**config.mk**
```make
export PLATFORM = sky130hd
export DESIGN_NAME = mcyc_timer
export DESIGN_NICKNAME = d
export VERILOG_FILES = /design/src/rtl/mcyc_pkg.sv /design/src/rtl/mcyc_edge_det.sv /design/src/rtl/mcyc_mode_sel.sv /design/src/rtl/mcyc_downcnt.sv /design/src/rtl/mcyc_evcnt.sv /design/src/rtl/mcyc_timer.sv
export SDC_FILE = /design/constraint.sdc
export NUM_CORES = 1
export LEC_CHECK = 0
export ABC_AREA = 1
export BUFFER_PORTS_ARGS = -buffer_cell sky130_fd_sc_hd__buf_2
export CAP_MARGIN = 30
export CORE_ASPECT_RATIO = 0.8
export CORE_MARGIN = 5
export CORE_UTILIZATION = 40
export DETAILED_ROUTE_END_ITERATION = 10
export PLACE_DENSITY_LB_ADDON = 0.08
export SETUP_SLACK_MARGIN = 0.5
export SKIP_LAST_GASP = 1
export SLEW_MARGIN = 20
export SYNTH_ARGS = -nofsm -noshare
export SYNTH_HDL_FRONTEND = slang
export SYNTH_SLANG_ARGS = --single-unit
```
**constraint.sdc**
```tcl
create_clock -name clk_i -period 2.18 [get_ports clk_i]
set_input_delay 0.109 -clock clk_i [delete_from_list [all_inputs] [get_ports clk_i]]
set_output_delay 0.109 -clock clk_i [all_outputs]
set_load 0.1 [all_outputs]
```
**src/rtl/mcyc_pkg.sv**
```systemverilog
package mcyc_pkg;

    typedef enum logic [1:0] {
        MODE_INTERNAL  = 2'd0,
        MODE_EXT_ALL   = 2'd1,
        MODE_EXT_GATED = 2'd2
    } mode_e;

endpackage

```
**src/rtl/mcyc_edge_det.sv**
```systemverilog
module mcyc_edge_det (
    input  logic clk_i,
    input  logic rst_i,
    input  logic lvl_i,
    output logic rise_p_o
);

    typedef struct packed {
        logic prev;
    } edge_st_t;

    edge_st_t st_d, st_q;

    always_comb begin
        st_d      = st_q;
        st_d.prev = lvl_i;
    end

    always_ff @(posedge clk_i) begin
        if (rst_i) begin
            st_q <= '0;
        end else begin
            st_q <= st_d;
        end
    end

    assign rise_p_o = lvl_i & ~st_q.prev;

endmodule

```
**src/rtl/mcyc_mode_sel.sv**
```systemverilog
module mcyc_mode_sel
    import mcyc_pkg::*;
(
    input  logic sync_dis_i,
    input  logic opt_i,
    input  logic safe_i,
    input  logic rise_p_i,
    input  logic zero_p_i,
    input  logic sw_start_i,
    output logic load_o
);

    mode_e mode;

    always_comb begin
        if (sync_dis_i) begin
            mode = MODE_INTERNAL;
        end else if (opt_i) begin
            mode = MODE_EXT_GATED;
        end else begin
            mode = MODE_EXT_ALL;
        end
    end

    always_comb begin
        unique case (mode)
            MODE_INTERNAL:  load_o = zero_p_i | sw_start_i;
            MODE_EXT_ALL:   load_o = rise_p_i;
            MODE_EXT_GATED: load_o = rise_p_i & safe_i;
            default:        load_o = 1'b0;
        endcase
    end

endmodule

```
**src/rtl/mcyc_downcnt.sv**
```systemverilog
module mcyc_downcnt #(
    parameter int W = 31
) (
    input  logic         clk_i,
    input  logic         rst_i,
    input  logic         load_i,
    input  logic [W-1:0] len_i,
    output logic [W-1:0] cnt_o,
    output logic         zero_p_o
);

    localparam logic [W-1:0] ONE = W'(1);

    typedef struct packed {
        logic [W-1:0] cnt;
        logic         zp;
    } dc_st_t;

    dc_st_t st_d, st_q;

    always_comb begin
        st_d    = st_q;
        st_d.zp = 1'b0;
        if (load_i) begin
            st_d.cnt = len_i;
        end else if (st_q.cnt != '0) begin
            st_d.cnt = st_q.cnt - ONE;
            st_d.zp  = (st_q.cnt == ONE);
        end
    end

    always_ff @(posedge clk_i) begin
        if (rst_i) begin
            st_q <= '0;
        end else begin
            st_q <= st_d;
        end
    end

    assign cnt_o    = st_q.cnt;
    assign zero_p_o = st_q.zp;

endmodule

```
**src/rtl/mcyc_evcnt.sv**
```systemverilog
module mcyc_evcnt #(
    parameter int W = 32
) (
    input  logic         clk_i,
    input  logic         rst_i,
    input  logic         clr_i,
    input  logic         inc_i,
    output logic [W-1:0] cnt_o
);

    localparam logic [W-1:0] ONE = W'(1);

    typedef struct packed {
        logic [W-1:0] cnt;
    } ev_st_t;

    ev_st_t st_d, st_q;

    always_comb begin
        st_d = st_q;
        if (clr_i) begin
            st_d.cnt = '0;
        end else if (inc_i) begin
            st_d.cnt = st_q.cnt + ONE;
        end
    end

    always_ff @(posedge clk_i) begin
        if (rst_i) begin
            st_q <= '0;
        end else begin
            st_q <= st_d;
        end
    end

    assign cnt_o = st_q.cnt;

endmodule

```
**src/rtl/mcyc_timer.sv**
```systemverilog
module mcyc_timer #(
    parameter int LEN_W  = 31,
    parameter int NUM_W  = 32,
    parameter int PCNT_W = 32
) (
    input  logic              clk_i,
    input  logic              rst_i,
    input  logic              sync_i,
    input  logic              sync_dis_i,
    input  logic              opt_i,
    input  logic              safe_i,
    input  logic              pcnt_clr_i,
    input  logic              sw_start_i,
    input  logic [LEN_W-1:0]  len_i,
    input  logic              led_act_i,
    input  logic              led_err_i,
    output logic [LEN_W-1:0]  cnt_o,
    output logic              zero_p_o,
    output logic [NUM_W-1:0]  num_o,
    output logic [PCNT_W-1:0] pcnt_o,
    output logic              led_act_n_o,
    output logic              led_err_n_o
);

    logic rise_p;
    logic load_p;
    logic zero_p;

    mcyc_edge_det u_edge (
        .clk_i    (clk_i),
        .rst_i    (rst_i),
        .lvl_i    (sync_i),
        .rise_p_o (rise_p)
    );

    mcyc_mode_sel u_mode (
        .sync_dis_i (sync_dis_i),
        .opt_i      (opt_i),
        .safe_i     (safe_i),
        .rise_p_i   (rise_p),
        .zero_p_i   (zero_p),
        .sw_start_i (sw_start_i),
        .load_o     (load_p)
    );

    mcyc_downcnt #(.W(LEN_W)) u_timer (
        .clk_i    (clk_i),
        .rst_i    (rst_i),
        .load_i   (load_p),
        .len_i    (len_i),
        .cnt_o    (cnt_o),
        .zero_p_o (zero_p)
    );

    mcyc_evcnt #(.W(NUM_W)) u_num (
        .clk_i (clk_i),
        .rst_i (rst_i),
        .clr_i (1'b0),
        .inc_i (load_p),
        .cnt_o (num_o)
    );

    mcyc_evcnt #(.W(PCNT_W)) u_pcnt (
        .clk_i (clk_i),
        .rst_i (rst_i),
        .clr_i (pcnt_clr_i),
        .inc_i (rise_p),
        .cnt_o (pcnt_o)
    );

    assign zero_p_o    = zero_p;
    assign led_act_n_o = sync_dis_i ? 1'b0 : ~led_act_i;
    assign led_err_n_o = sync_dis_i ? 1'b0 : ~led_err_i;

endmodule

```
After elaboration in Yosys (flattened, before gate mapping). Index checks and enable logic that the tools add are counted.

Eq/ne operators: 3. Muxes and demuxes: 7. $add $sub $neg: 3. Bitwise logic cells: 7. Reduce and logical (&&, ||, !) cells: 5.

Operators with widths (count): adder 32 x 1 -> 32 bit, second input constant (2); 2-to-1 mux 32 bit (1); == test 31 x 1 -> 1 bit, second input constant (1); 2-to-1 mux 31 bit (1); nonzero test 31 bit (1); subtractor 31 x 1 -> 31 bit, second input constant (1); 2-to-1 mux 2 bit (2); NOT 1 bit (4); one-hot mux 1 bit (3 select lines) (1); OR reduction 3 bit (1); AND 1 bit (2); == test 2 x 1 -> 1 bit, second input constant (1); == test 2 bit, second input constant (1); zero test 2 bit (1); 2-to-1 mux 1 bit (2); nonzero test 2 bit (1); OR reduction 2 bit (1); OR 1 bit (1).

Word-level logic and storage cells: 30. Register bits after elaboration: 97. Input bits: 41.

Logic depth before layout (Yosys ltp). Gate-level depths: netlist of run 1.

Depth in word-level cells: 5. Depth in mapped cells: 11. Depth with buffers taken out: 11.

Cells and area by module. A second synthesis of run 1 with hierarchy kept.

Cell total of the unflattened synthesis: 955. Area, all modules: 6008.3 sq um.

Modules (own cells, without submodules): mcyc_evcnt (cells an instance 284, instances 2, area an instance 1840.5 sq um); mcyc_downcnt (cells an instance 373, instances 1, area an instance 2254.7 sq um); mcyc_edge_det (cells an instance 4, instances 1, area an instance 31.3 sq um); mcyc_mode_sel (cells an instance 7, instances 1, area an instance 30.0 sq um); mcyc_timer (cells an instance 3, instances 1, area an instance 11.3 sq um).

Worst setup path before layout of run 1. OpenSTA, ideal clock, no wires.

Path type: reg2reg. Start: reg u_num.st_q, in the netlist u_num.cnt_o[0]. End: reg u_num.st_q, in the netlist u_num.cnt_o[20]. Setup time: 0.117 ns. Setup slack: -0.106 ns. Required time: 2.063 ns. Cell stages (with the launch flop): 11. Period minus slack after synthesis: 2.286 ns. Arrival time: 2.170 ns. Cell sequence: dfxtp_1 > ha_1 > inv_1 > nor2_2 > nand2_2 > nor2_4 > nand2_1 > nor2_1 > nand2_1 > nand2_1 > nor2_1.

Cells in the longest elaborated chain, start to end: 1.

RTL lines: start: declaration (line mcyc_evcnt.sv:17) `ev_st_t st_d, st_q;`; start signal: assignment (line mcyc_evcnt.sv:32) `st_q <= st_d;`; adder 32 x 1 -> 32 bit (line mcyc_evcnt.sv:24) `st_d.cnt = st_q.cnt + ONE;`.

No other way between the ends. A chain may end at the register's enable or synchronous reset.

Final worst setup path of run 1.
Start: reg u_timer.st_q, in the netlist u_timer.cnt_o[18]. End: reg u_timer.st_q, in the netlist u_timer.cnt_o[14].

Cells in the longest elaborated chain, start to end: 2.

RTL lines: start: declaration (line mcyc_downcnt.sv:19) `dc_st_t st_d, st_q;`; start signal: assignment (line mcyc_downcnt.sv:36) `st_q <= st_d;`; nonzero test 31 bit (line mcyc_downcnt.sv:26) `end else if (st_q.cnt != '0) begin`; nonzero test 2 bit (no line).

No other way between the ends.

==> results.sh, run 1 <==
export IMPL_outcome="finished clean"
export IMPL_yosysUniqueCellTypes=34
export IMPL_die_w_um=145.5
export IMPL_syn_nets=1000
export IMPL_grt_pass1_wl_um=30990
export IMPL_cpMaxStageDelayCell="dfxtp_2"
export IMPL_grt_max_degree=41
export IMPL_grtUsageTotal=0.2164
export IMPL_fmax_mhz=599.9
export IMPL_routed_via_count=6593
export IMPL_fin_crit_ps=1667
export IMPL_die_area_um2=17220
export IMPL_ir_drop_mv=0.5236
export IMPL_crit_path_end_kind="register"
export IMPL_initial_core_util=0.4094
export IMPL_tightest_slew_ps=523.5
export IMPL_hold_slack_ps=14.72
export IMPL_drive_gt1_frac=0.2860
export IMPL_start_kind="register"
export IMPL_ys_top_cells_by_count="309 x nand2_1, 178 x nor2_1, 97 x dfxtp_1, 81 x inv_1, 72 x a21oi_1"
export IMPL_cts_tree="yes"
export IMPL_grtUsageMet3=0.05738
export IMPL_clock_latency_ps=350
export IMPL_viasPerCell=4.980
export IMPL_clock_sinks=97
export IMPL_rows=39
export IMPL_pwr_share_comb=0.301
export IMPL_gr_usage_met2=0.3309
export IMPL_io_buffers=138
export IMPL_first_iter_violations=426
export IMPL_syn_area_um2=5873
export IMPL_grt_overflow=0
export IMPL_clk_pin_slew_ps=70
export IMPL_cellPowerDensity_nw_per_um2=673.6
export IMPL_dp_hpwl_um=14150
export IMPL_drc=0
export IMPL_ys_ff_latch=97
export IMPL_tns_ps=0
export IMPL_p_int_mw=3.252
export IMPL_syn_to_final_growth_pct=31.81
export IMPL_finalSetupViolCount=0
export IMPL_syn_area_per_cell_um2=6.150
export IMPL_p_seq_frac=0.373
export IMPL_maxSlewViolCount=0
export IMPL_setup_ws_ps=513.0
export IMPL_grt_use_met1=0.3083
export IMPL_ys_seq_area_frac=0.3306
export IMPL_n_antenna_cell=0
export IMPL_coreArea_um2=14350
export IMPL_wl_um=19480
export IMPL_timing_slew_headroom=0.6534
export IMPL_ys_flop_type="dfxtp_1"
export IMPL_path_class="register to register"
export IMPL_grt_pass1_vias=6029
export IMPL_crit_chain="nor2_1 -> nand2_1 -> nor2_2 -> nand2_2 -> nor2_8 -> nor2_2 -> nand2_1 -> a21oi_1"
export IMPL_critPathMaxStageDelay_ps=360
export IMPL_switching_share=0.3762
export IMPL_nets=1180
export IMPL_path_buf_inv=0
export IMPL_die_height_um=118.4
export IMPL_fin_crit_sh=0.7647
export IMPL_dp_slack_ps=392.0
export IMPL_power_switching_mw=1.962
export IMPL_place_congestion=0.9004
export IMPL_power_clock_fraction=0.326
export IMPL_netlist_area_leader_share=0.3306
export IMPL_finalClockSkew_ps=6.320
export IMPL_synth_area_leaders="dfxtp_1 33%, nand2_1 20%, nor2_1 11%, a21oi_1 6.1%, inv_1 5.2%"
export IMPL_cts_buffers_inserted=9
export IMPL_postSynthCellCount=955
export IMPL_htreeDepth=3
export IMPL_io_pins=139
export IMPL_worst_ep_required_time_ps=2400
export IMPL_yosys_warnings=0
export IMPL_rsz0062_at_grt="true"
export IMPL_yosysMostFrequentCell="nand2_1"
export IMPL_cts_buffer_depth=2
export IMPL_synth_top_cell_by_area="dfxtp_1"
export IMPL_crit_family="simple AND/OR/NAND/NOR gates"
export IMPL_grt_busiest_layer="met2"
export IMPL_antenna_left=0
export IMPL_holdCritPathClass="input pin to register"
export IMPL_cap_violations=0
export IMPL_firstDrtPassIters=4
export IMPL_hold_viol_final=0
export IMPL_worst_endpoint_arrival_ps=1890
export IMPL_p_leak_nw=3.355
export IMPL_synth_edf_count=0
export IMPL_root_buffer="clkbuf_16"
export IMPL_path_max_fanout=6
export IMPL_synthArstFlopShare=0
export IMPL_grt_antenna_before_repair=0
export IMPL_wl_per_cell_um=14.71
## area by class of cell
type	instances	area, µm²
Fill cell	1474	6605
Tap cell	184	230.2
Multi-Input combinational cell	760	3671
Timing Repair Buffer	183	1126
Inverter	84	315.3
Sequential cell	97	2082
Clock inverter	4	48.80
Clock buffer	12	267.8
## stage by stage
step	std cells	utilization	instance area, µm²	total power [mW]
floorplan	955	-	6041	3.070
global placement	1266	0.4831	6930	3.383
detailed placement	1266	0.4831	6930	3.379
CTS	1309	0.5243	7522	5.144
global route	1324	0.5396	7741	5.469
finish	1324	0.5396	7741	5.214
## worst register-to-register path, stage by stage (launching register included)
cell	delay, ps
dfxtp_2	360
nor2_1	150
nand2_1	140
nor2_2	170
nand2_2	150
nor2_8	250
nor2_2	150
nand2_1	100
a21oi_1	60
## flip-flops by register name, indices dropped and copies added, names as in the netlist
signal	count
u_num.cnt_o	32
u_pcnt.cnt_o	32
u_timer.cnt_o	31
u_edge.st_q	1
u_timer.zero_p_o	1
## cell usage in the layout (no fill, tap or decap), types with 3 or more instances in the layout
cell type      instances
inv_2                  5
nand2_2                8
ha_4                   3
inv_1                 79
nand3b_1              14
nor3_1                 9
o21ai_0               18
dfxtp_1                7
buf_12                 3
buf_4                 18
dfxtp_2               79
xor2_1                14
nand3_1               60
nor2_1               168
xnor2_1                7
and3_1                 4
nor2_8                 3
nor2_4                11
clkbuf_16             10
dfxtp_4               11
nand2_1              308
o21a_1                 3
nor2_2                21
buf_2                138
nand4_1               17
a21oi_1               72
dlygate4sd3_1         24
## power groups by stage
| stage | registers (mW) | logic (mW) | clock network [mW] |
|---|---|---|---|
| final | 1.94 | 1.57 | 1.70 |
| after global routing | 1.95 | 1.68 | 1.84 |
| after CTS | 1.94 | 1.45 | 1.76 |
| after detailed placement | 1.98 | 1.40 | 0 |
| after global placement | 1.98 | 1.40 | 0 |
| after floorplan | 2.44 | 0.630 | 0 |
## timing repair
| item | in CTS | in global routing |
|---|---|---|
| pin swaps | 4 | 9 |
| endpoints found under the setup margin | 13 | 39 |
| cloned | 1 | 4 |
| endpoints found under the hold margin | 24 | 0 |
| hold buffers | 24 | 0 |
| resized for setup | 1 | 20 |
| buffers inserted | 2 | 11 |
## path summary, 6_finish.rpt
path                      from                end  slack, ps  cells past startpoint
max          u_timer.cnt_o[18]  u_timer.cnt_o[14]        510                      8
min                   len_i[2]   u_timer.cnt_o[2]         10                      3
max reg2reg  u_timer.cnt_o[18]  u_timer.cnt_o[14]        510                      8
min reg2reg    u_pcnt.cnt_o[7]    u_pcnt.cnt_o[7]        480                      2
## routing by layer
layer / part of all wire / vias to the layer above
met5: 0 / -
met4: 0.0086 / 0
met3: 0.066 / 16
met2: 0.42 / 195
met1: 0.50 / 2965
li1: - / 3417
## logic make-up after synthesis
kind of cell / count (synthesis) / share of synthesized area
buf+inv: 103 / 0.07137
xor+xnor: 21 / 0.03132
flops: 97 / 0.3306
compound gates: 102 / 0.09033
simple gates: 628 / 0.4678
fa+ha+maj: 4 / 0.008522
(Power assumes the default switching activity.)
==> run 2, diff against run 1 <==
clock period = 1.7 ns   (was 2.18 ns; I/O delays follow)
==> run 2 against run 1 <==
Clock skew grew 3.4 ps. Via count increased by 9.4%. Hold slack barely moved. Critical path depth is 2 higher. Count of clock-buffer cells in the layout down 1. Register-to-register slack worse by 370 ps. Critical endpoint is now u_timer.cnt_o[2]. Largest cell class unchanged.
==> results.sh, run 2 (synthesis results as in run 1) <==
export IMPL_outcome="finished clean"
export IMPL_dp_hpwl_um=14780
export IMPL_hold_viol_final=0
export IMPL_root_buffer="clkbuf_16"
export IMPL_clk_pin_slew_ps=70
export IMPL_p_leak_nw=4.624
export IMPL_syn_to_final_growth_pct=78.38
export IMPL_die_w_um=145.5
export IMPL_nets=1288
export IMPL_timing_slew_headroom=0.3401
export IMPL_clock_latency_ps=350
export IMPL_worst_ep_required_time_ps=1930
export IMPL_die_height_um=118.4
export IMPL_instances_no_fill=1432
export IMPL_cpMaxStageDelayCell="dfxtp_4"
export IMPL_cts_tree="yes"
export IMPL_routed_via_count=7212
export IMPL_wl_per_cell_um=15.91
export IMPL_crit_path_end_kind="register"
export IMPL_firstDrtPassIters=4
export IMPL_fmax_mhz=640.6
export IMPL_path_class="register to register"
export IMPL_grtUsageTotal=0.2439
export IMPL_viasPerCell=5.036
export IMPL_n_antenna_cell=0
export IMPL_critPathMaxStageDelay_ps=360
export IMPL_first_iter_violations=383
export IMPL_ir_drop_mv=0.6383
export IMPL_tns_ps=0
export IMPL_die_area_um2=17220
export IMPL_drive_gt1_frac=0.5377
export IMPL_final_cell_mix="220 x nand2_1, 184 x buf_4, 91 x dfxtp_4, 87 x nor2_1, 71 x nor2_4"
export IMPL_fin_crit_sh=0.9182
export IMPL_postPlaceCellArea_um2=7619
export IMPL_initial_core_util=0.4094
export IMPL_io_pins=139
export IMPL_start_kind="register"
export IMPL_dp_cells=1274
export IMPL_finalSetupViolCount=0
export IMPL_maxSlewViolCount=0
export IMPL_tightest_slew_ps=988.8
export IMPL_cts_buffer_depth=2
export IMPL_crit_family="simple AND/OR/NAND/NOR gates"
export IMPL_path_max_fanout=5
export IMPL_place_congestion=0.9106
export IMPL_fin_crit_ps=1561
export IMPL_finalClockSkew_ps=9.720
export IMPL_antenna_left=0
export IMPL_grt_max_degree=31
export IMPL_wl_um=22790
export IMPL_holdCritPathClass="input pin to register"
export IMPL_grt_pass1_vias=6731
export IMPL_path_buf_inv=2
export IMPL_cellPowerDensity_nw_per_um2=679.7
export IMPL_rsz0062_at_grt="true"
export IMPL_crit_chain="inv_4 -> ha_4 -> nand2_4 -> nor2_4 -> nand2_4 -> nor2_8 -> buf_12 -> nor2_1 -> nand2_1 -> a21oi_1"
export IMPL_htreeDepth=3
export IMPL_cts_buffers_inserted=9
export IMPL_worst_endpoint_arrival_ps=1790
export IMPL_crit_top_cell="nand2_4"
export IMPL_power_mw=7.121
export IMPL_io_buffers=138
export IMPL_rows=39
export IMPL_drc=0
export IMPL_clock_sinks=97
export IMPL_cap_violations=0
export IMPL_coreArea_um2=14350
export IMPL_grt_antenna_before_repair=0
export IMPL_fin_area_um2=10480
export IMPL_grt_pass1_wl_um=34680
export IMPL_grt_overflow=0
export IMPL_final_common_cell="nand2_1"
## run 2: cell count changes in the layout (fill, tap and decap cells not counted), moves of 19 or more
cell     change
buf_4      +166
dfxtp_2     -74
buf_2       -96
nand3_1     -25
buf_6       +28
nand2_1     -88
nor2_2      +19
nor2_4      +60
nand2_4     +34
dfxtp_4     +80
nand2_2     +51
nor2_1      -81
## run 2: what timing repair did
action                                 4_1_cts  5_1_grt
gates resized for setup                    257      141
setup buffers                               68       43
hold buffers                                27        0
pin swaps                                   80       84
setup endpoints to repair                  187       97
endpoints found under the hold margin       27        0
cloned                                       3        1
## run 2: area by class of cell
type / instances / area, µm²
multi-input combinational: 757 / 4917
fill: 1152 / 3870
timing repair buffer: 293 / 2405
sequential: 97 / 2290
inverter: 84 / 346.6
clock buffer: 11 / 232.7
tap: 184 / 230.2
clock inverter: 5 / 46.29
timing repair inverter: 1 / 8.758
## run 2: power by group
group | switching [mW] | leakage, nW | total [mW] | internal [mW]
Sequential | 0.171 | 0.859 | 2.45 | 2.28
Clock | 0.903 | 0.136 | 2.03 | 1.13
Combinational | 1.71 | 3.63 | 2.64 | 0.927
## run 2: stage by stage
stage / hold slack (ps) / worst slack [ps] / util
2_1_floorplan: 221.8 / 124.5 / -
6_report: 14.80 / 139.0 / 0.7302
3_3_place_gp: 333.5 / 98.14 / 0.5310
5_1_grt: 23.99 / 78.13 / 0.7302
3_5_place_dp: 335.4 / 67.00 / 0.5310
4_1_cts: 14.31 / 155.6 / 0.6695
## run 2: final timing paths
kind | cells after the start | endpoint | slack (ps) | start
hold / removal | 5 | u_timer.cnt_o[1] | 10 | len_i[1]
setup reg to reg | 10 | u_timer.cnt_o[2] | 140 | u_timer.cnt_o[1]
setup / recovery | 10 | u_timer.cnt_o[2] | 140 | u_timer.cnt_o[1]
hold reg to reg | 2 | u_pcnt.cnt_o[31] | 480 | u_pcnt.cnt_o[31]
## run 2: routing by layer
metal / vias up / share of wire / global-route usage
met5: - / 0 / 0
met3: 25 / 0.062 / 0.05471
li1: 3642 / - / -
met2: 198 / 0.46 / 0.3900
met1: 3347 / 0.46 / 0.3385
met4: 0 / 0.015 / 0.05420
## run 2: worst register-to-register path, cell delays in order (launching register included)
cell and delay (ps):
dfxtp_4 360, inv_4 70, ha_4 150, nand2_4 60, nor2_4 140, nand2_4 90
nor2_8 230, buf_12 150, nor2_1 50, nand2_1 80, a21oi_1 60
